$ cat config.mk
export PLATFORM = sky130hd
export DESIGN_NAME = blink_timing_ctrl
export DESIGN_NICKNAME = d
export VERILOG_FILES = /design/src/rtl/blink_pkg.sv /design/src/rtl/blink_ratio_sel.sv /design/src/rtl/blink_divider.sv /design/src/rtl/blink_out_map.sv /design/src/rtl/blink_timing_ctrl.sv
export SDC_FILE = /design/constraint.sdc
export NUM_CORES = 1
export LEC_CHECK = 0
export ABC_AREA = 1
export BUFFER_PORTS_ARGS = -buffer_cell sky130_fd_sc_hd__buf_4
export CORE_MARGIN = 2
export CORE_UTILIZATION = 40
export CTS_BUF_LIST = sky130_fd_sc_hd__clkbuf_8
export DETAILED_ROUTE_END_ITERATION = 8
export GPL_ROUTABILITY_DRIVEN = 0
export GPL_TIMING_DRIVEN = 0
export HOLD_SLACK_MARGIN = 0.08
export PLACE_DENSITY_LB_ADDON = 0.2
export SYNTH_ARGS = -nofsm -noshare
export SYNTH_HDL_FRONTEND = slang
export SYNTH_SLANG_ARGS = --single-unit
export TNS_END_PERCENT = 30
$ cat constraint.sdc
create_clock -name clk -period 5.7 [get_ports clk]
set_input_delay 0.57 -clock clk [delete_from_list [all_inputs] [get_ports clk]]
set_output_delay 0.57 -clock clk [all_outputs]
set_load 0.005 [all_outputs]
$ cat src/rtl/blink_pkg.sv
package blink_pkg;
  typedef enum logic [1:0] {
    RATE_OFF  = 2'b00,
    RATE_FAST = 2'b01,
    RATE_MID  = 2'b10,
    RATE_SLOW = 2'b11
  } rate_e;

  localparam int unsigned NUM_RATES = 3;
endpackage

$ cat src/rtl/blink_ratio_sel.sv
module blink_ratio_sel #(
  parameter int unsigned BASE_DIV  = 15360,
  parameter int unsigned NORM_MULT = 6,
  parameter int unsigned CW        = 18
) (
  input  logic [1:0]    rate_code,
  input  logic          low_power,
  output logic [CW-1:0] half_lim
);
  import blink_pkg::*;

  logic [CW-1:0] lim_ps [NUM_RATES+1];
  logic [CW-1:0] lim_nm [NUM_RATES+1];

  assign lim_ps[0] = '0;
  assign lim_nm[0] = '0;

  // Each rate step doubles the period; half of it is the toggle interval.
  for (genvar k = 1; k <= NUM_RATES; k++) begin : g_lim
    localparam longint unsigned PS_HALF = (longint'(BASE_DIV) << (k - 1)) / 2;
    localparam longint unsigned NM_HALF = (longint'(BASE_DIV) * NORM_MULT << (k - 1)) / 2;
    assign lim_ps[k] = CW'(PS_HALF);
    assign lim_nm[k] = CW'(NM_HALF);
  end

  always_comb begin
    half_lim = low_power ? lim_ps[rate_code] : lim_nm[rate_code];
  end
endmodule

$ cat src/rtl/blink_divider.sv
module blink_divider #(
  parameter int unsigned CW = 18
) (
  input  logic          clk,
  input  logic          rst_n,
  input  logic          tick_en,
  input  logic          run,
  input  logic          restart,
  input  logic [CW-1:0] half_lim,
  output logic          phase
);
  logic [CW-1:0] cnt;
  logic          wrap;

  assign wrap = (cnt >= half_lim - CW'(1));

  always_ff @(posedge clk) begin
    if (!rst_n) begin
      cnt   <= '0;
      phase <= 1'b0;
    end else if (!run || restart) begin
      cnt   <= '0;
      phase <= 1'b0;
    end else if (tick_en) begin
      if (wrap) begin
        cnt   <= '0;
        phase <= ~phase;
      end else begin
        cnt   <= cnt + CW'(1);
      end
    end
  end


  restart_clear_chk: assert property (@(posedge clk) disable iff (!rst_n)
    restart |=> (cnt == '0 && !phase));


  phase_hold_chk: assert property (@(posedge clk) disable iff (!rst_n)
    (!tick_en && run && !restart) |=> $stable(phase));


  idle_phase_chk: assert property (@(posedge clk) disable iff (!rst_n)
    !run |=> !phase);


  reset_state_chk: assert property (@(posedge clk)
    !rst_n |=> (cnt == '0 && !phase));
endmodule

$ cat src/rtl/blink_out_map.sv
module blink_out_map (
  input  logic clk,
  input  logic rst_n,
  input  logic phase,
  input  logic run,
  input  logic restart,
  input  logic bank_mode,
  input  logic disp_on,
  output logic disp_blank,
  output logic bank_sel
);
  logic eff_phase;

  // A pending restart masks the old phase so the new rate starts visible.
  assign eff_phase  = phase & run & ~restart;
  assign disp_blank = ~disp_on | (eff_phase & ~bank_mode);
  assign bank_sel   = eff_phase & bank_mode;


  disp_off_blank_chk: assert property (@(posedge clk) disable iff (!rst_n)
    !disp_on |-> disp_blank);


  off_bank0_chk: assert property (@(posedge clk) disable iff (!rst_n)
    !run |-> !bank_sel);


  bank_only_mode_chk: assert property (@(posedge clk) disable iff (!rst_n)
    bank_sel |-> (bank_mode && !(disp_blank && disp_on)));
endmodule

$ cat src/rtl/blink_timing_ctrl.sv
module blink_timing_ctrl #(
  parameter int unsigned BASE_DIV  = 15360,
  parameter int unsigned NORM_MULT = 6
) (
  input  logic       clk,
  input  logic       rst_n,
  input  logic       tick_en,
  input  logic [1:0] rate_code,
  input  logic       bank_mode,
  input  logic       low_power,
  input  logic       disp_on,
  output logic       disp_blank,
  output logic       bank_sel
);
  import blink_pkg::*;

  localparam longint unsigned MAX_HALF = longint'(BASE_DIV) * NORM_MULT * 2;
  localparam int unsigned CW = $clog2(MAX_HALF + 1);

  logic [1:0]    prev_code;
  logic          restart;
  logic          run;
  logic          phase;
  logic [CW-1:0] half_lim;

  always_ff @(posedge clk) begin
    if (!rst_n) prev_code <= RATE_OFF;
    else        prev_code <= rate_code;
  end

  assign restart = (rate_code != prev_code);
  assign run     = (rate_code != RATE_OFF);

  blink_ratio_sel #(
    .BASE_DIV (BASE_DIV),
    .NORM_MULT(NORM_MULT),
    .CW       (CW)
  ) u_ratio (
    .rate_code(rate_code),
    .low_power(low_power),
    .half_lim (half_lim)
  );

  blink_divider #(.CW(CW)) u_div (
    .clk     (clk),
    .rst_n   (rst_n),
    .tick_en (tick_en),
    .run     (run),
    .restart (restart),
    .half_lim(half_lim),
    .phase   (phase)
  );

  blink_out_map u_map (
    .clk       (clk),
    .rst_n     (rst_n),
    .phase     (phase),
    .run       (run),
    .restart   (restart),
    .bank_mode (bank_mode),
    .disp_on   (disp_on),
    .disp_blank(disp_blank),
    .bank_sel  (bank_sel)
  );
endmodule

== Word level (Yosys, flattened, before mapping) ==
Index checks and enable logic that the tools add are counted.
Storage, ports and cells
  register bits: 21
  latch bits: 0
  RAM bits: 0
  memory bits (read-only): 0
  bits of input ports: 8
  output and inout bits: 2
  logic and storage cells: 32
  memories kept: 0
Operators by class
  add/subtract/negate cells: 2
  multipliers: 0
  divide/modulo/power cells: 0
  magnitude comparators: 2
  equality and inequality tests: 1
  shift operators: 0
  muxes and demuxes: 8
  bitwise logic cells: 11
  reduce and logical (&&, ||, !) cells: 5
Operator list (count)
  $mux W18: 6
  $bmux W18 S2: 2
  $add A18 B1 Y18 const B: 1
  $ge A18 B18 Y1: 1
  $sub A18 B1 Y18 const B: 1
  $not A1 Y1: 5
  $and A1 B1 Y1: 4
  $ge A3 B3 Y1 const B: 1
  $not A2 Y3: 1
  $ne A2 B2 Y1: 1
  $reduce_and A2 Y1: 1
  $reduce_bool A2 Y1: 1
  $reduce_or A2 Y1: 1
  $logic_not A1 Y1: 1
  $logic_or A1 B1 Y1: 1
  $or A1 B1 Y1: 1

== Depth between registers and ports, before layout ==
Gate-level depths: netlist of the first run.
  depth after elaboration: 8
  mapped depth: 18
  depth with buffers taken out: 18

== Modules after synthesis ==
A second synthesis of the first run with hierarchy kept.
Second synthesis, totals
  cell total of the unflattened synthesis: 317
  area, all modules: 2127.0 um2
By module, submodules not included
  blink_divider: instances 1, cells each 256, area an instance 1752.9 um2, sequential area each 380.4 um2
  blink_ratio_sel: instances 1, cells each 41, area an instance 257.7 um2, sequential area each 0.0 um2
  blink_timing_ctrl: instances 1, cells each 14, area an instance 92.6 um2, sequential area each 40.0 um2
  blink_out_map: instances 1, cells each 6, area an instance 23.8 um2, sequential area each 0.0 um2

== Worst setup path before layout of the first run ==
No wires, ideal clock.
  path type: input port to flip-flop
  from: input rate_code[0]
  to: register u_div.cnt[5]
  setup time: 0.117 ns
  arrival time: 2.414 ns
  required time: 5.583 ns
  slack: 3.169 ns
  stages on the path: 17
  buffers on the path: 1
  cells stage by stage: inv_1 ha_1 inv_1 nand2_1 o21ai_0 ha_1 xnor2_1 ha_1 nand2_1 nor2_1 and2_1 nand2_1 nand3_1 nand2_2 nand2_4 buf_12 nor2_2
On the way
  cells in the longest elaborated chain, start to end: 8
  elaborated cells between the ends (all ways): 16
  classes of those cells: 1 x add/sub; 1 x order compare; 1 x eq/ne; 8 x mux; 1 x bitwise; 4 x reduce/logical
Ends and longest elaborated chain
  start, declared: line blink_timing_ctrl.sv:8  | input logic [1:0] rate_code,
  $not A2 Y3 (not written as such): line blink_ratio_sel.sv:27  | half_lim = low_power ? lim_ps[rate_code] : lim_nm[rate_code];
  $bmux W18 S2: line blink_ratio_sel.sv:27
  $mux W18 (not written as such) (2 in a row): line blink_ratio_sel.sv:27
  $mux W18: line blink_ratio_sel.sv:27
  $sub A18 B1 Y18: line blink_divider.sv:15  | assign wrap = (cnt >= half_lim - CW'(1));
  $ge A18 B18 Y1: line blink_divider.sv:15
  $mux W18: line blink_divider.sv:25  | if (wrap) begin
  end signal, assigned: line blink_divider.sv:29  | cnt <= cnt + CW'(1);
  end, declared: line blink_divider.sv:12  | logic [CW-1:0] cnt;
Parallel ways exist; a longest one is shown, timed or not. The select of a mux whose other input is x is not followed.
A chain may end at the register's enable or synchronous reset.

== Final worst setup path of the first run ==
  from: input rate_code[0]
  to: register u_div.cnt[10]
Same word-level chain as after synthesis.

==> metrics.cfg, run 1 <==
[status]
status=finished clean

[die]
io_pins=10
start_util_pct=41.5
die_area_sq_um=4270
core_sq_um=3630
rows=22
die_w_um=65.4
die_y_um=65.4

[clock_tree]
h-tree-depth=1
cts_root_buf=clkbuf_8
cts_max_path_buffers=2
cts_tree=done
ctsResizeCount=0
postCtsSetupBuffers=0
cts_made_buffers=3
ctsHoldBuffers=0
clock-sinks=21
clk_pin_slew_ns=0.08
clkLatencyLatePin_ns=0.26

[place]
place_inst=263
dp_hpwl_mm=1.98
numPortBuffers=7

[job]
cap_viol_max_count=0

[power_and_ir_drop]
p_per_area_nw_per_um2=172
irDropWorstVdd_uv=110
p_leak_nw=0.752
power.total_uw=286

[global_routing]
globalRouteMet2Util_pct=21.0
antenna_found_initial=0
grt_pass1_wl_mm=4.60
grt_start_max_net_pins=13
grt_use_met3_pct=2.40
grt_usage_pct=13.6
use_met1_pct=18.7
grt_pass1_vias=1094
busiest_layer=met2
overflow=0

[worst_setup_path]
worst_ep_arrival_time_ns=2.76
cp-start-kind=primary input
worstPathRequired_ns=5.86
path_max_fanout=10
worstSetupPathType=primary input to flip-flop
crit_chain=buf_4 -> inv_1 -> ha_1 -> inv_1 -> nand2_1 -> o21ai_0 -> ha_1 -> xnor2_1 -> ha_1 -> nand2_1 -> nor2_1 -> and2_1 -> nand2_1 -> nand3_1 -> nand2_2 -> nand2_4 -> buf_12 -> nor2_2
cpPeakStageDelay_ns=0.30
crit_path_end_kind=flip-flop
crit_slowest_cell=ha_1

[logic_synthesis]
yosysTopAreaCell=dfxtp_1
yosys_register_bits=21
synth_area_per_cell_sq_um=7.24
ys_top_cells_by_area=dfxtp_1 (28%), ha_1 (13%), nand2_1 (11%)
seq_area_frac_synth_pct=27.9
synth_fp_nets=232
syn-instance-count=208
synth_warnings=0
yosysTopAreaCellShare_pct=27.9
synth_cell_types=28
synth_area_sq_um=1510

[sta]
fin_crit_ns=2.59
tightest_slew_ns=0.354
finalCritPeriodShare_pct=45.5
relSlewSlack_pct=76.1
worst_hold_slack_ns=0.496
final.setup_skew_ns=0.00126
hold_violations=0
rsz0062_at_grt=false
setup_tns_ns=0
setup_viol=0
max_freq_mhz=385
drv_slew=0

[routing]
ant_nets=0
drc=0
via_per_inst=4.48
drt_iter0_markers=30
first_pass_iters=4
routed_wl_mm=2.53
drt-wirelength-per-cell_um=9.46
vias=1196

[layout]
fillers=385
area_growth_pct=10.5
final_cells=267
drive_gt1_share_pct=16.4
n_antenna_cell=0
utilization_pct=45.8
nets=244

[min_path]
min_path_type=flip-flop to flip-flop

[cell type report]
cell class / count / area, sq um / area share, %
inverters: 32 / 120 / 7.21
repair buffers: 7 / 52.6 / 3.16
clock inverters: 1 / 5.00 / 0.301
flip-flops and latches: 21 / 420 / 25.2
multi-input cells: 152 / 928 / 55.7
plain buffers: 3 / 37.5 / 2.25
clock buffers: 3 / 41.3 / 2.48
well taps: 48 / 60.1 / 3.61
[synth_stat cells]
cell type  number
o21ai_0         7
dfxtp_1        21
and2_1          1
nand2_2         3
or2_2           1
nand4_1         2
clkbuf_1        1
nand2_1        43
a21oi_1         5
buf_12          1
and3_2          1
nand3_1        13
nor2_1         21
nand2_4         1
xor2_1         13
ha_1           16
mux2i_1         1
nor2_2         13
nor3_1          2
inv_2           1
nor3_4          1
a21o_1          1
clkbuf_8        1
xnor2_1         4
inv_1          30
nor3_2          2
clkinv_1        1
and3_1          1
[sequential cells by signal (all words and copies together) (netlist names)]
register	cells
u_div.cnt	18
u_div.phase	1
prev_code	2
[stage by stage]
| step | instance area [sq um] | worst slack [ns] |
|---|---|---|
| 2_1_floorplan | 1510 | 3.17 |
| 3_3_place_gp | 1620 | 2.81 |
| 3_5_place_dp | 1620 | 2.81 |
| 4_1_cts | 1670 | 3.09 |
| 5_1_grt | 1670 | 2.87 |
| 6_report | 1670 | 3.11 |
[power breakdown]
| group | switching (mW) | internal, mW |
|---|---|---|
| combinational | 0.0217 | 0.0159 |
| sequential | 0.000555 | 0.148 |
| clock | 0.0516 | 0.0488 |
| total | 0.0739 | 0.212 |
[layer usage]
metal / vias to the layer above / wire length, um
met3: 4 / 54
met4: 0 / 44
met5: - / 0
met1: 515 / 1340
li1: 664 / -
met2: 13 / 1090
[cells in the final DEF, fill, tap and decap left out, types with 5 or more instances in the layout]
cell type,synthesis,final
a21oi_1,5,5
buf_4,0,7
dfxtp_1,21,21
ha_1,16,16
inv_1,30,30
nand2_1,43,43
nand3_1,13,13
nor2_1,21,21
nor2_2,13,13
o21ai_0,7,7
xor2_1,13,13
[critical path: cells and delay by family]
kind                     cells  cell delay, ns
AO/OA/AOI/OAI                1            0.08
XOR/XNOR                     1            0.13
adder cells (fa/ha/maj)      3            0.81
buffers and inverters        4            0.41
AND/OR/NAND/NOR              9            0.76
[worst paths after layout]
check / start / endpoint / slack [ns] / cells after the start
setup reg to reg: u_div.cnt[13] / u_div.cnt[10] / 4.02 / 10
hold reg to reg: u_div.cnt[0] / u_div.cnt[0] / 0.50 / 2
hold / removal: u_div.cnt[0] / u_div.cnt[0] / 0.50 / 2
setup / recovery: rate_code[0] / u_div.cnt[10] / 3.11 / 18
[cells by family after synthesis]
family                     after synthesis  synth area share (%)
buffers and inverters                   35                  10.5
and+or+nand+nor                        105                  33.3
muxes                                    1                 0.664
adders and majority gates               16                  13.3
DFF                                     21                  27.9
xor gates and xnor gates                17                  9.88
AOI/OAI and AO/OA                       13                  4.48
(Power assumes the default switching activity.)
==> run 2, diff against run 1 <==
ABC_AREA = 0   (was 1)
clock period = 2.3 ns   (was 5.7 ns; I/O delays follow)
==> metrics.cfg, run 2 <==
[sta]
relSlewSlack_pct=75.3  ; -0.80 points
fin_crit_ns=2.13
final.setup_skew_ns=0.00823  ; +0.00697 ns
hold_violations=0  ; unchanged
finalCritPeriodShare_pct=92.5
max_freq_mhz=470
setup_viol=0  ; unchanged
drv_slew=0  ; unchanged
finalWorstSetupSlack_ns=0.172  ; -2.93 ns
setup_tns_ns=0  ; unchanged
tightest_slew_ns=0.366  ; +0.0119 ns

[clock_tree]
cts_made_buffers=3  ; unchanged
h-tree-depth=1  ; unchanged
cts_tree=done
clk_pin_slew_ns=0.08  ; about the same
ctsHoldBuffers=0  ; unchanged
clock-sinks=21  ; unchanged
cts_max_path_buffers=2  ; unchanged
cts_root_buf=clkbuf_8
clkLatencyLatePin_ns=0.27  ; about the same

[logic_synthesis]
yosysTopAreaCellShare_pct=31.0  ; +3.1 points
synth_top_flop_cell=dfxtp_1
synth_area_per_cell_sq_um=8.92  ; +23%
synth_edf_count=0  ; unchanged
yosysTopAreaCell=dfxtp_1
syn-instance-count=152  ; -27%
async_flop_share_pct=0  ; unchanged
ys_top_cells_by_area=dfxtp_1 (31%), ha_1 (15%), xor2_1 (12%)
synth_fp_nets=176  ; -24%
seq_area_frac_synth_pct=31.0  ; +3.1 points
synth_warnings=0  ; unchanged
yosys_register_bits=21  ; unchanged
synth_common_cells=dfxtp_1 (21), nor2_1 (21), xor2_1 (19), ha_1 (16), nand2_1 (10)
synth_cell_types=26  ; -7.1%
synth_area_sq_um=1360  ; -10%

[global_routing]
antenna_found_initial=0  ; unchanged
overflow=0  ; unchanged
grt_pass1_wl_mm=4.64  ; +0.74%
grt_usage_pct=14.7  ; +1.1 points
grt_pass1_vias=1102  ; +0.73%
grt_start_max_net_pins=14  ; +1

[min_path]
hold_depth=2  ; unchanged
min_path_type=primary input to flip-flop
min_from=rst_n
hold-path-endpoint=prev_code[1]

[layout]
largest_reg_flops=18  ; unchanged
final_common_cell=dfxtp_1
final_cell_mix=dfxtp_1 (21), nor2_1 (20), xor2_1 (19)
stdcell_area_sq_um=1590  ; -4.4%
top_register=u_div.cnt
area_growth_pct=17.4
nets=194  ; -20%
n_antenna_cell=0  ; unchanged
top_regs=u_div.cnt: 18 flops, prev_code: 2 flops, u_div.phase: 1 flops
fillers=321  ; -17%
drive_gt1_share_pct=21.3  ; +4.9 points

[power_and_ir_drop]
p_clk_share_pct=34.6  ; -0.5 points
p_per_area_nw_per_um2=453  ; +160%
p_leak_nw=0.660  ; -12%
pwr-share-comb_pct=14.4  ; +1.2 points
switching_share_pct=25.4  ; -0.39 points
p_switching_uw=184  ; +150%
irDropWorstVdd_uv=238  ; +120%
pwr-share-seq_pct=50.9  ; -0.9 points
p_int_uw=538  ; +150%
power.total_uw=722  ; +150%

[routing]
drt_iter0_markers=29  ; -3.3%
drc=0  ; unchanged
drt-wirelength-per-cell_um=12.4  ; +31%
vias=1070  ; -11%
ant_nets=0  ; unchanged
via_per_inst=4.98  ; +11%
routed_wl_mm=2.67  ; +5.7%
first_pass_iters=4  ; unchanged

[place]
dp_hpwl_mm=1.94  ; -2.2%
numPortBuffers=7  ; unchanged
place_area_sq_um=1470  ; -9.4%
pre_cts_slack_ns=-0.298  ; -3.11 ns

[worst_setup_path]
worstPathRequired_ns=2.51  ; -3.35 ns
cpPeakStageDelay_ns=0.32  ; +0.02 ns
worst_ep_arrival_time_ns=2.34  ; -0.42 ns
rrSetupSlack_ns=0.49  ; -3.53 ns
crit_chain=buf_4 -> inv_2 -> ha_4 -> mux2i_1 -> ha_2 -> xnor2_1 -> ha_1 -> nand4_1 -> nor3_1 -> o21ai_2 -> nand4_2 -> buf_4 -> nor2_1
crit_path_end_kind=flip-flop
r2r_cells=7  ; -3
crit_start=rate_code[0]
r2r-start=u_div.cnt[15]
path_max_fanout=8  ; -2
cp_common_cell=buf_4
worstSetupPathType=primary input to flip-flop
cp-start-kind=primary input
r2r-end=u_div.cnt[17]
crit_slowest_cell=ha_1

[die]
start_util_pct=41.3  ; -0.16 points
die_y_um=62.2  ; -4.8%
io_pins=10  ; unchanged
die_w_um=62.2  ; -4.8%
core_sq_um=3280  ; -9.6%
die_area_sq_um=3870  ; -9.4%
rows=21  ; -4.5%

[status]
status=finished clean

[job]
cap_viol_max_count=0  ; unchanged

-- run 2: layout make-up --
type	count	area [sq um]	share of cell area, %
clock buffer	3	41.3	2.59
tap	46	57.6	3.61
buffer	6	47.5	2.99
inverter	6	25.0	1.57
clock inverter	1	7.51	0.471
multi-input combinational	119	896	56.2
sequential	21	420	26.4
timing repair buffer	13	97.6	6.13
-- run 2: per-stage QoR --
step	utilization, %	std cells	hold WS, ns
finish	48.5	215	0.184
detailed placement	44.6	205	0.455
global route	48.5	215	0.184
floorplan	-	152	0.352
CTS	46.2	209	0.181
global placement	44.6	205	0.453
-- run 2: layer usage --
layer,global-route usage [%],routed length [um],vias to the layer above
met4,5.56,35,0
met1,17.3,1250,508
met3,2.36,47,5
met2,26.8,1340,7
met5,0,0,-
li1,-,-,550
-- run 2: critical path: cells and delay by family --
family	cells	cell delay (ns)
adder cells (fa/ha/maj)	3	0.78
AND/OR/NAND/NOR	4	0.47
buffers and inverters	3	0.41
AO/OA/AOI/OAI	1	0.27
XOR/XNOR	1	0.12
multiplexers	1	0.06
-- run 2: kinds of logic (layout without fill, tap and decap cells) --
| logic type | count (synthesis) | in the layout | share of synthesized area, % |
|---|---|---|---|
| xor+xnor | 24 | 24 | 15.5 |
| buf+inv | 13 | 29 | 5.44 |
| fa+ha+maj | 16 | 16 | 14.8 |
| compound gates | 13 | 13 | 5.72 |
| flops | 21 | 21 | 31.0 |
| simple gates | 62 | 63 | 25.4 |
| mux | 3 | 3 | 2.21 |
-- run 2: worst max path at each step --
stage | endpoint | slack, ns | depth (start not counted)
detailed placement | u_div.cnt[3] | -0.30 | 13
floorplan | u_div.cnt[0] | 0.12 | 12
global placement | u_div.cnt[1] | -0.24 | 13
global route | u_div.cnt[17] | -0.03 | 13
CTS | u_div.cnt[14] | 0.06 | 13
finish | u_div.cnt[17] | 0.17 | 13
-- run 2: power groups by stage --
stage / Sequential, mW / Clock (mW) / Combinational, mW
after CTS: 0.368 / 0.258 / 0.0909
after floorplan: 0.376 / 0 / 0.0645
after global routing: 0.368 / 0.275 / 0.121
after detailed placement: 0.376 / 0 / 0.0898
final: 0.368 / 0.250 / 0.104
after global placement: 0.376 / 0 / 0.0858
-- run 2: repair_timing --
item / 4_1_cts / 5_1_grt
gates cloned: 0 / 2
pin swaps: 0 / 5
setup buffers: 0 / 5
endpoints found under the setup margin: 10 / 19
endpoints found under the hold margin: 0 / 0
resized for setup: 1 / 7
==> run 3, diff against run 2 <==
CORE_MARGIN = 4   (was 2)
==> metrics.cfg, run 3 (synthesized netlist as in run 2, its figures left out) <==
[worst_setup_path]
cp-start-kind=primary input
worstPathRequired_ns=2.46  ; -0.05 ns
crit_path_end_kind=flip-flop
cp_common_cell=buf_4
path_max_fanout=6  ; -2
worst_ep_arrival_time_ns=2.34  ; about the same
worstSetupPathType=primary input to flip-flop
path_delay_family=adder cells
crit_slowest_cell=ha_1
path_buf_inv=3  ; unchanged
crit_chain=buf_4 -> inv_2 -> ha_4 -> mux2i_1 -> ha_2 -> xnor2_1 -> ha_1 -> nand4_1 -> nor3_2 -> o21ai_4 -> nand4_4 -> buf_4 -> nor2_1
cpPeakStageDelay_ns=0.31  ; about the same

[layout]
drive_gt1_share_pct=22.0  ; +0.72 points
multiInputGateArea_sq_um=911  ; +1.7%
stdcell_area_sq_um=1600  ; +0.24%
top_regs=u_div.cnt: 18 flops, prev_code: 2 flops, u_div.phase: 1 flops
seq_area_sq_um=420  ; unchanged
fillers=316  ; -1.6%
area_growth_pct=17.7
n_antenna_cell=0  ; unchanged
final_common_cell=dfxtp_1
largest_reg_flops=18  ; unchanged
utilization_pct=50.6  ; +2.1 points
nets=193  ; -0.52%
final_cell_mix=dfxtp_1 (21), nor2_1 (20), xor2_1 (19)
top_register=u_div.cnt

[sta]
drv_slew=0  ; unchanged
max_freq_mhz=459  ; -2.2%
finalCritPeriodShare_pct=94.6  ; +2.1 points
hold_violations=0  ; unchanged
relSlewSlack_pct=73.1  ; -2.3 points
setup_viol=0  ; unchanged
final.setup_skew_ns=0.00514  ; -0.00309 ns
fin_crit_ns=2.18  ; +0.0481 ns
tightest_slew_ns=0.400  ; +0.0336 ns

[min_path]
min_path_type=primary input to flip-flop

[die]
rows=20  ; -4.8%
core_sq_um=3150  ; -4.0%
die_area_sq_um=4390  ; +13%
die_y_um=66.2  ; +6.4%
die_w_um=66.2  ; +6.4%
start_util_pct=43.0  ; +1.7 points
io_pins=10  ; unchanged

[routing]
m1WireLength_mm=1.20  ; -4.3%
via_per_inst=5.08  ; +2.1%
first_pass_iters=4  ; unchanged
drc=0  ; unchanged
ant_nets=0  ; unchanged
drt-wirelength-per-cell_um=12.7  ; +1.9%
top_layer=met4
wl_met2_mm=1.28  ; -3.9%
wl_met3_um=139  ; +200%
drt_iter0_markers=53  ; +83%
routed_wl_mm=2.68  ; +0.52%
vias=1077  ; +0.65%

[power_and_ir_drop]
pwr-share-comb_pct=14.7  ; +0.3 points
switching_share_pct=25.2  ; -0.27 points
irDropWorstVdd_uv=153  ; -36%
p_leak_nw=0.663  ; +0.48%
power.total_uw=718  ; -0.57%
pwr-share-seq_pct=51.2  ; +0.3 points
p_int_uw=537  ; -0.21%
p_clk_share_pct=34.1  ; -0.5 points
p_switching_uw=181  ; -1.6%
p_per_area_nw_per_um2=450  ; -0.80%

[global_routing]
overflow=0  ; unchanged
antenna_found_initial=0  ; unchanged
grt_usage_pct=13.4  ; -1.4 points
grt_start_max_net_pins=13  ; -1
grt_pass1_wl_mm=4.51  ; -2.8%
grt_pass1_vias=1036  ; -6.0%

[place]
place_area_sq_um=1460  ; -0.17%
dp_hpwl_mm=1.95  ; +0.54%
numPortBuffers=7  ; unchanged

[clock_tree]
cts_made_buffers=3  ; unchanged
ctsHoldBuffers=0  ; unchanged
cts_tree=done
clkLatencyLatePin_ns=0.26  ; about the same
cts_root_buf=clkbuf_8
clock-sinks=21  ; unchanged
cts_max_path_buffers=2  ; unchanged
h-tree-depth=1  ; unchanged
clk_pin_slew_ns=0.08  ; about the same

[status]
status=finished clean

[job]
cap_viol_max_count=0  ; unchanged

[run 3: changes by cell type in the layout (fill, tap and decap cells not counted)]
cell,change
clkinvlp_4,-1
nor3_1,-1
buf_6,+1
clkinv_2,+1
nand2_2,+1
o21ai_2,-1
inv_4,-1
o21ai_4,+1
nor3_2,+1
buf_4,-2
nand2_1,-1
inv_2,+1
[run 3: worst paths after layout]
check                                   start      endpoint  slack [ns]  cells past startpoint
worst max register to register  u_div.cnt[17]  u_div.cnt[4]        0.52                      7
worst max-delay path             rate_code[1]  u_div.cnt[4]        0.12                     13
worst min-delay path                    rst_n  prev_code[0]        0.18                      2
worst min register to register    u_div.phase   u_div.phase        0.52                      2
[run 3: power groups by stage]
stage / clock (mW) / combinational, mW / sequential (mW)
6_report: 0.245 / 0.106 / 0.367
5_1_grt: 0.274 / 0.120 / 0.368
4_1_cts: 0.257 / 0.0978 / 0.367
3_5_place_dp: 0 / 0.0909 / 0.376
3_3_place_gp: 0 / 0.0873 / 0.376
2_1_floorplan: 0 / 0.0645 / 0.376
[run 3: worst reg2reg max path, stage by stage (launching register included)]
cell and delay [ns]:
dfxtp_1 0.33, ha_1 0.33, a21oi_1 0.15, o21ai_0 0.17
o21ai_4 0.28, nand4_4 0.18, buf_4 0.19, nor2_1 0.10
[run 3: layer usage]
| metal | up-vias | GRT usage, % |
|---|---|---|
| li1 | 550 | - |
| met3 | 8 | 2.72 |
| met5 | - | 0 |
| met2 | 22 | 22.2 |
| met1 | 497 | 16.7 |
| met4 | 0 | 5.33 |
[run 3: per-stage QoR]
stage	hold slack, ns	setup WS [ns]	setup TNS [ns]	cells
6_report	0.185	0.124	0	212
5_1_grt	0.185	-0.0197	-0.0423	212
4_1_cts	0.182	0.0797	0	210
3_5_place_dp	0.459	-0.385	-5.68	203
3_3_place_gp	0.454	-0.310	-4.36	203
2_1_floorplan	0.352	0.121	0	152
[run 3: cell type report]
class                           instances  share of cell area, %
Multi-Input combinational cell        119                   57.1
Sequential cell                        21                   26.3
Timing Repair Buffer                   12                   5.88
Tap cell                               44                   3.45
Buffer                                  6                   2.98
Clock buffer                            3                   2.59
Inverter                                6                   1.41
Clock inverter                          1                  0.313
[run 3: what timing repair did]
| action | CTS | global route |
|---|---|---|
| pin swaps | 1 | 6 |
| setup buffers | 4 | 0 |
| setup endpoints to repair | 10 | 16 |
| resized for setup | 1 | 10 |
| cloned | 0 | 2 |
